===== src/rtl/pwr_seq_pkg.sv =====
package pwr_seq_pkg;
  // rail bit positions shared by enables and good flags
  localparam int RAIL_CORE = 0;
  localparam int RAIL_TERM = 1;
  localparam int RAIL_GFX  = 2;
  localparam int RAIL_CHIP = 3;
  localparam int NUM_RAILS = 4;
endpackage


===== src/rtl/ss_ramp.sv =====
module ss_ramp #(
  parameter int W        = 8,
  parameter int JUMP     = 50,
  parameter int FULL     = 225,
  parameter int STEP_CYC = 2
) (
  input  logic         clk,
  input  logic         rst,
  input  logic         run,
  input  logic         clr,
  output logic [W-1:0] val
);
  localparam logic [W-1:0] FULL_C  = W'(FULL);
  localparam logic [W-1:0] JUMP_C  = W'(JUMP);
  localparam logic [W-1:0] FIRST_C = (JUMP > 0) ? W'(JUMP) : W'(1);

  logic hold0;
  logic need_jump;
  logic counting;
  logic step_now;

  assign hold0    = rst || clr || !run;
  assign counting = !need_jump && (val != FULL_C);

  generate
    if (JUMP > 0) begin : g_jump
      assign need_jump = (val < JUMP_C);
    end else begin : g_nojump
      assign need_jump = 1'b0;
    end

    if (STEP_CYC > 1) begin : g_div
      localparam int DW = $clog2(STEP_CYC);
      localparam logic [DW-1:0] DIV_LAST = DW'(STEP_CYC - 1);
      logic [DW-1:0] div;
      always_ff @(posedge clk) begin
        if (hold0)         div <= '0;
        else if (counting) div <= (div == DIV_LAST) ? '0 : div + 1'b1;
      end
      assign step_now = counting && (div == DIV_LAST);
    end else begin : g_nodiv
      assign step_now = counting;
    end
  endgenerate

  always_ff @(posedge clk) begin
    if (hold0)          val <= '0;
    else if (need_jump) val <= JUMP_C;
    else if (step_now)  val <= val + 1'b1;
  end

  // never beyond full scale
  a_r4_ramp_ceiling: assert property (@(posedge clk) disable iff (rst)
    val <= FULL_C);
  // once moving, a ramp advances by at most one code per clock
  a_r4_unit_step: assert property (@(posedge clk) disable iff (rst)
    ($past(val) != '0 && val != '0) |-> (val == $past(val) || val == $past(val) + 1'b1));
  // leaving zero lands on the jump code (or 1 without a jump)
  a_r3_first_code: assert property (@(posedge clk) disable iff (rst)
    ($past(val) == '0 && val != '0) |-> (val == FIRST_C));
endmodule


===== src/rtl/seq_ctrl.sv =====
module seq_ctrl
  import pwr_seq_pkg::*;
#(
  parameter int W      = 8,
  parameter int UP     = 200,
  parameter int VALLEY = 62
) (
  input  logic                 clk,
  input  logic                 rst,
  input  logic                 sup_ok,
  input  logic [W-1:0]         ramp_a,
  input  logic [W-1:0]         ramp_b,
  input  logic [NUM_RAILS-1:0] rail_good,
  input  logic                 term_hold,
  input  logic                 pwm_pulse,
  input  logic                 inhibit,
  input  logic                 restart,
  output logic                 b_go,
  output logic [NUM_RAILS-1:0] rail_en,
  output logic                 ramp_a_up,
  output logic                 pwm_allow,
  output logic                 term_good,
  output logic                 pwr_good
);
  localparam logic [W-1:0] UP_C     = W'(UP);
  localparam logic [W-1:0] VALLEY_C = W'(VALLEY);

  logic seq_kill;
  logic a_live;
  assign seq_kill = restart || inhibit || !sup_ok;
  assign a_live   = (ramp_a != '0);

  always_ff @(posedge clk) begin
    if (rst) begin
      b_go      <= 1'b0;
      rail_en   <= '0;
      ramp_a_up <= 1'b0;
      pwm_allow <= 1'b0;
      term_good <= 1'b0;
      pwr_good  <= 1'b0;
    end else begin
      ramp_a_up <= (ramp_a > UP_C);
      pwm_allow <= (ramp_b >= VALLEY_C) && !inhibit;
      pwr_good  <= (&rail_good) && sup_ok && !inhibit;

      if (seq_kill)                              b_go <= 1'b0;
      else if (a_live && rail_good[RAIL_TERM])   b_go <= 1'b1;

      if (seq_kill)                                      term_good <= 1'b0;
      else if (pwm_pulse && pwm_allow && term_hold)      term_good <= 1'b1;

      rail_en[RAIL_CHIP] <= 1'b1;
      rail_en[RAIL_TERM] <= a_live && sup_ok && !inhibit;
      rail_en[RAIL_CORE] <= b_go && !inhibit;
      rail_en[RAIL_GFX]  <= b_go && !inhibit;
    end
  end

  // inhibit collapses the secondary ramp and the good flags in one clock
  a_r11_inhibit_clears: assert property (@(posedge clk) disable iff (rst)
    inhibit |=> (ramp_b == '0 && !term_good && !pwr_good && !pwm_allow));
  // a missing rail blocks power-good on the next clock
  a_r10_pg_needs_all: assert property (@(posedge clk) disable iff (rst)
    !(&rail_good) |=> !pwr_good);
  // termination-good only rises on a qualified pulse
  a_r9_term_needs_pulse: assert property (@(posedge clk) disable iff (rst)
    $rose(term_good) |-> $past(pwm_pulse && term_hold && pwm_allow));
  // chipset rail stays on once out of reset
  a_r2_chip_rail_on: assert property (@(posedge clk) disable iff (rst)
    !$past(rst) |-> rail_en[RAIL_CHIP]);
endmodule


===== src/rtl/pwr_seq_top.sv =====
module pwr_seq_top
  import pwr_seq_pkg::*;
#(
  parameter int RAMP_W      = 8,
  parameter int JUMP_CODE   = 50,
  parameter int FULL_CODE   = 225,
  parameter int UP_CODE     = 200,
  parameter int VALLEY_CODE = 62,
  parameter int STEP_CYC    = 2
) (
  input  logic              clk,
  input  logic              rst,
  input  logic              sup_bias,
  input  logic              sup_5v,
  input  logic              sup_3v3,
  input  logic [3:0]        rail_good,
  input  logic              term_hold,
  input  logic              pwm_pulse,
  input  logic              inhibit,
  input  logic              restart,
  output logic [3:0]        rail_en,
  output logic [RAMP_W-1:0] ramp_a,
  output logic [RAMP_W-1:0] ramp_b,
  output logic              ramp_a_up,
  output logic              pwm_allow,
  output logic              term_good,
  output logic              pwr_good
);
  logic sup_ok;
  logic b_go;
  assign sup_ok = sup_bias && sup_5v && sup_3v3;

  ss_ramp #(.W(RAMP_W), .JUMP(JUMP_CODE), .FULL(FULL_CODE), .STEP_CYC(STEP_CYC)) u_ramp_a (
    .clk(clk), .rst(rst), .run(sup_ok), .clr(restart), .val(ramp_a)
  );

  ss_ramp #(.W(RAMP_W), .JUMP(0), .FULL(FULL_CODE), .STEP_CYC(STEP_CYC)) u_ramp_b (
    .clk(clk), .rst(rst), .run(b_go), .clr(inhibit), .val(ramp_b)
  );

  seq_ctrl #(.W(RAMP_W), .UP(UP_CODE), .VALLEY(VALLEY_CODE)) u_ctrl (
    .clk(clk), .rst(rst), .sup_ok(sup_ok), .ramp_a(ramp_a), .ramp_b(ramp_b),
    .rail_good(rail_good), .term_hold(term_hold), .pwm_pulse(pwm_pulse),
    .inhibit(inhibit), .restart(restart), .b_go(b_go), .rail_en(rail_en),
    .ramp_a_up(ramp_a_up), .pwm_allow(pwm_allow), .term_good(term_good),
    .pwr_good(pwr_good)
  );
endmodule


===== config.mk =====
export PLATFORM = sky130hd
export DESIGN_NAME = pwr_seq_top
export DESIGN_NICKNAME = d
export VERILOG_FILES = /design/src/rtl/pwr_seq_pkg.sv /design/src/rtl/ss_ramp.sv /design/src/rtl/seq_ctrl.sv /design/src/rtl/pwr_seq_top.sv
export SDC_FILE = /design/constraint.sdc
export NUM_CORES = 1
export LEC_CHECK = 0
export BUFFER_PORTS_ARGS = -buffer_cell sky130_fd_sc_hd__buf_2
export CAP_MARGIN = 15
export CORE_AREA = 2 2 55 57
export CTS_BUF_LIST = sky130_fd_sc_hd__clkbuf_8
export DETAILED_ROUTE_END_ITERATION = 10
export DIE_AREA = 0 0 57 59
export PLACE_DENSITY = 0.76
export SLEW_MARGIN = 20
export SYNTH_ARGS = -nofsm -noshare
export SYNTH_HDL_FRONTEND = slang
export SYNTH_SLANG_ARGS = --single-unit

===== constraint.sdc =====
create_clock -name clk -period 1.8 [get_ports clk]
set_input_delay 0.36 -clock clk [delete_from_list [all_inputs] [get_ports clk]]
set_output_delay 0.36 -clock clk [all_outputs]
set_load 0.02 [all_outputs]

# Word level (Yosys, flattened, before mapping)
# Index checks and enable logic that the tools add are counted.
# word_totals
reg_bits	27
out_inout_bits	24
# classes
n_mux	5
reduce_logical	29
eq_ne	2
n_lt_le_gt_ge	3
add_sub_neg	4
# op_table
operator	count
8-bit by 1-bit adder with 8-bit output (second input constant)	2
8-bit inequality test (second input constant)	2
1-bit logical AND	14
6-bit 2-to-1 mux	2
8-bit by 6-bit >= comparator with 1-bit output (second input constant)	1
8-bit > comparator (second input constant)	1
8-bit by 6-bit less-than comparator with 1-bit output (second input constant)	1
8-bit nonzero test	1
1-bit logical OR	6
1-bit zero test	4
4-bit 2-to-1 mux	1
4-bit AND reduction	1
2-bit OR reduction	2
1-bit adder (second input constant)	2
1-bit 2-to-1 mux	2
2-bit nonzero test	1

# Longest topological paths before layout
# logic_depth
ltp_word	6
depth_mapped	6

# By module
# From an unflattened synthesis, not the netlist that was laid out.
# hier_totals
cells_unflattened	134
area_unflattened_um2	1199.9
# modules_own_cells
mod	seq_area_each_um2	cells_each	instances	area_per_inst_um2
ss_ramp at u_ramp_a	180.2	52	1	449.2
ss_ramp at u_ramp_b	180.2	50	1	437.9
seq_ctrl	160.2	31	1	306.5
pwr_seq_top	0.0	1	1	6.3

# Least setup slack after synthesis
# No wires, ideal clock.
# synth_timing
kind	reg-to-reg
from	register u_ramp_b.val[5]
to	register u_ramp_b.val[1]
period_less_slack_ns	1.629
stages_incl_launch_ff	5
required_ns	1.734
arrival_ns	1.563
n_path_buf	0
path_slack_ns	0.171
path_cell_list	dfxtp_1 or3b_2 o21ai_2 mux2_2 nor2_1
# synth_between
elab_chain_cells	2
# synth_rtl
item	line_no	source
start, declared	ss_ramp.sv:11	output logic [W-1:0] val
start signal, assigned	ss_ramp.sv:49	else if (step_now) val <= val + 1'b1;
8-bit inequality test	ss_ramp.sv:23	assign counting = !need_jump && (val != FULL_C);
1-bit logical AND	ss_ramp.sv:40	assign step_now = counting && (div == DIV_LAST);
# No other way between the ends.
# A chain may end at the register's enable or synchronous reset.

# Worst setup path after layout
# Ends and elaborated chain as after synthesis.

==> flow_summary.json <==
{
  "syn-num-nets": 148,
  "final_core_util_pct": 52.91,
  "r2r_end": "u_ramp_b.val[1]",
  "power.density_nw_per_um2": 685.3,
  "min_path_cells": 2,
  "cts-resized-gates": 0,
  "reg2reg_slack_ps": 180,
  "cp_top_family": "simple AND/OR/NAND/NOR gates",
  "num_rows": 19,
  "root_buffer": "clkbuf_8",
  "drc_errors": 0,
  "fp.dieH_um": 59,
  "top_regs": "u_ramp_a.val x8, u_ramp_b.val x8, u_ctrl.rail_en x3",
  "syn_to_final_growth_pct": 21.66,
  "syn_area_um2": 1179,
  "cp-end-kind": "register",
  "crit_arrival_ps": 1830,
  "critPathKind": "reg2reg",
  "num_vias": 1060,
  "ys_seq_elements": 26,
  "worstReg2RegStart": "u_ramp_b.val[5]",
  "chipWidth_um": 57,
  "ys_seq_area_share_pct": 44.16,
  "wl_per_cell_um": 12.66,
  "maxSlewHeadroom_pct": 75.26,
  "leakage_nw": 0.5996,
  "htreeDepth": 1,
  "insertion_delay_ps": 270,
  "cts_tree": "built",
  "cpPeakStageDelay_ps": 500,
  "cts_setup_buffers": 0,
  "syn-mean-instance-area_um2": 9.137,
  "start_util_pct": 43.49,
  "vdd.ir_drop.worst_mv": 0.6543,
  "clk_path_buf_depth": 2,
  "hold_viol": 0,
  "drtAntennaViolNets": 0,
  "slew_viol_final": 0,
  "cts_buffers": 3,
  "skew_ps": 2.427,
  "grt.total_usage_pct": 15.33,
  "synthCells": 129,
  "antenna-diode-count": 0,
  "layout_setup_ws_ps": 176.1,
  "finalWirelength_mm": 2.507,
  "first_global_vias": 954,
  "cp_num_buf_inv": 0,
  "holdCritPathClass": "in2reg",
  "outcome": "finished, final reports clean",
  "cts.sinks": 26,
  "drv_cap": 0,
  "io_pins": 37,
  "critical_path.slowest_cell": "or3b_2",
  "drive_gt1_share_pct": 28.14,
  "whs_ps": 291.0,
  "grt_start_max_net_pins": 15,
  "finalSetupTns_ps": 0,
  "setup_viol": 0,
  "start_kind": "register",
  "post-dp-hpwl_mm": 1.910,
  "crit_cells": 4,
  "io_buffers": 36,
  "worstSetupStartpoint": "u_ramp_b.val[5]",
  "drt_iter0_drc": 36,
  "yosysWarnings": 0,
  "firstDrtPassIters": 4,
  "fmax_mhz": 615.8,
  "rsz0062_at_grt": "false",
  "crit_chain": "or3b_2, o21ai_2, mux2_2, nor2_1",
  "min_period_ps": 1624,
  "period_share_pct": 90.21,
  "tightest_slew_ps": 367.2,
  "fin_nets": 187,
  "grt_pass1_wl_mm": 4.022,
  "critical_path.max_fanout": 5,
  "gr-total-overflow": 0,
  "cts_hold_buf": 0,
  "required_ps": 2010,
  "dp_slack_ps": 197.0,
  "place.gp.congestion": 0.7764,
  "dieArea_um2": 3363,
  "via_per_inst": 5.354,
  "power.total_w": 0.0009827,
  "ys_types": 32,
  "core_um2": 2710,
  "clkTransAtPathRegs_ps": 90,
  "antenna_found_initial": 0,
  "r2r_cells": 4,
  "endpoint": "u_ramp_b.val[1]"
}
[power by group]
group	switching (W)	leakage [nW]	internal [W]
clock	0.000178	0.0288	0.000196
combinational	0.0000151	0.361	0.0000150
sequential	0.00000225	0.210	0.000577
total	0.000195	0.600	0.000788
[area by class of cell]
| class | count | area [µm²] |
|---|---|---|
| well taps | 31 | 38.79 |
| repair buffers | 36 | 180.2 |
| fillers | 267 | 1276 |
| inverters | 6 | 22.52 |
| clock buffers | 4 | 55.05 |
| multi-input cells | 95 | 616.8 |
| flip-flops and latches | 26 | 520.5 |
[worst register-to-register path: cells and delay by family (launching register included)]
family	cells	cell delay, ps
simple gates	2	580
compound gates	1	230
flops	1	390
mux	1	360
[per-stage QoR]
stage	instances	instance area (µm²)
floorplan	129	1179
global placement	194	1379
detailed placement	194	1379
CTS	198	1434
global route	198	1434
finish	198	1434
[kinds of logic (layout without fill, tap and decap cells)]
| family | after synthesis | count (layout) | synth area share, % |
|---|---|---|---|
| AO/OA/AOI/OAI | 20 | 20 | 11.04 |
| XOR/XNOR | 13 | 13 | 9.660 |
| adder cells (fa/ha/maj) | 6 | 6 | 6.369 |
| buffers and inverters | 8 | 46 | 3.503 |
| flip-flops | 26 | 26 | 44.16 |
| multiplexers | 1 | 1 | 0.9553 |
| AND/OR/NAND/NOR | 55 | 55 | 24.31 |
[worst min path at each step]
| stage | start | to | slack [ps] |
|---|---|---|---|
| floorplan | rst | u_ctrl.rail_en[3] | 420 |
| global placement | u_ctrl.b_go | u_ctrl.b_go | 500 |
| detailed placement | u_ctrl.b_go | u_ctrl.b_go | 500 |
| CTS | restart | u_ctrl.b_go | 280 |
| global route | restart | u_ctrl.b_go | 290 |
| finish | restart | u_ctrl.b_go | 290 |
[synth_stat cells]
master / number / area share [%]
o21ai_2: 2 / 1.5
dfxtp_1: 26 / 44
buf_4: 1 / 0.64
nor2_2: 1 / 0.53
or4b_4: 1 / 1.2
o31ai_1: 1 / 0.64
nand4b_1: 1 / 0.74
and4_1: 2 / 1.5
nor3_1: 5 / 2.1
a21boi_0: 1 / 0.64
mux2_2: 1 / 0.96
or3b_2: 1 / 0.74
o21ai_0: 5 / 2.1
a31oi_1: 1 / 0.53
xnor2_1: 4 / 3.0
nor2_1: 19 / 6.1
o21a_1: 1 / 0.64
or3_1: 4 / 2.1
a211oi_1: 1 / 0.64
nand3_1: 6 / 2.5
and3_1: 2 / 1.1
o311a_2: 1 / 0.96
ha_1: 6 / 6.4
a21oi_1: 5 / 2.1
nor2b_1: 1 / 0.53
inv_1: 6 / 1.9
nand2_1: 6 / 1.9
xor2_1: 9 / 6.7
nand4_1: 5 / 2.7
buf_6: 1 / 0.96
o211ai_1: 2 / 1.3
nor3b_1: 1 / 0.64
[layout by cell type (no fill, tap or decap), drive strengths merged, types with 4 or more instances in the layout]
cell type,synthesis,routed
buf,2,36
dfxtp,26,26
nor2,20,20
xor2,9,9
o21ai,7,7
inv,6,6
nand2,6,6
nand3,6,6
ha,6,6
nand4,5,5
nor3,5,5
a21oi,5,5
xnor2,4,4
or3,4,4
clkbuf,0,4
[routing by layer]
| metal | share of wire (%) | track usage (%) | wire [µm] | vias to the layer above |
|---|---|---|---|---|
| li1 | - | - | - | 527 |
| met1 | 41 | 17.44 | 1033 | 501 |
| met2 | 52 | 27.59 | 1315 | 28 |
| met3 | 5.7 | 4.367 | 143 | 4 |
| met4 | 0.60 | 5.316 | 15 | 0 |
| met5 | 0 | 0 | 0 | - |
(Power assumes the default switching activity.)
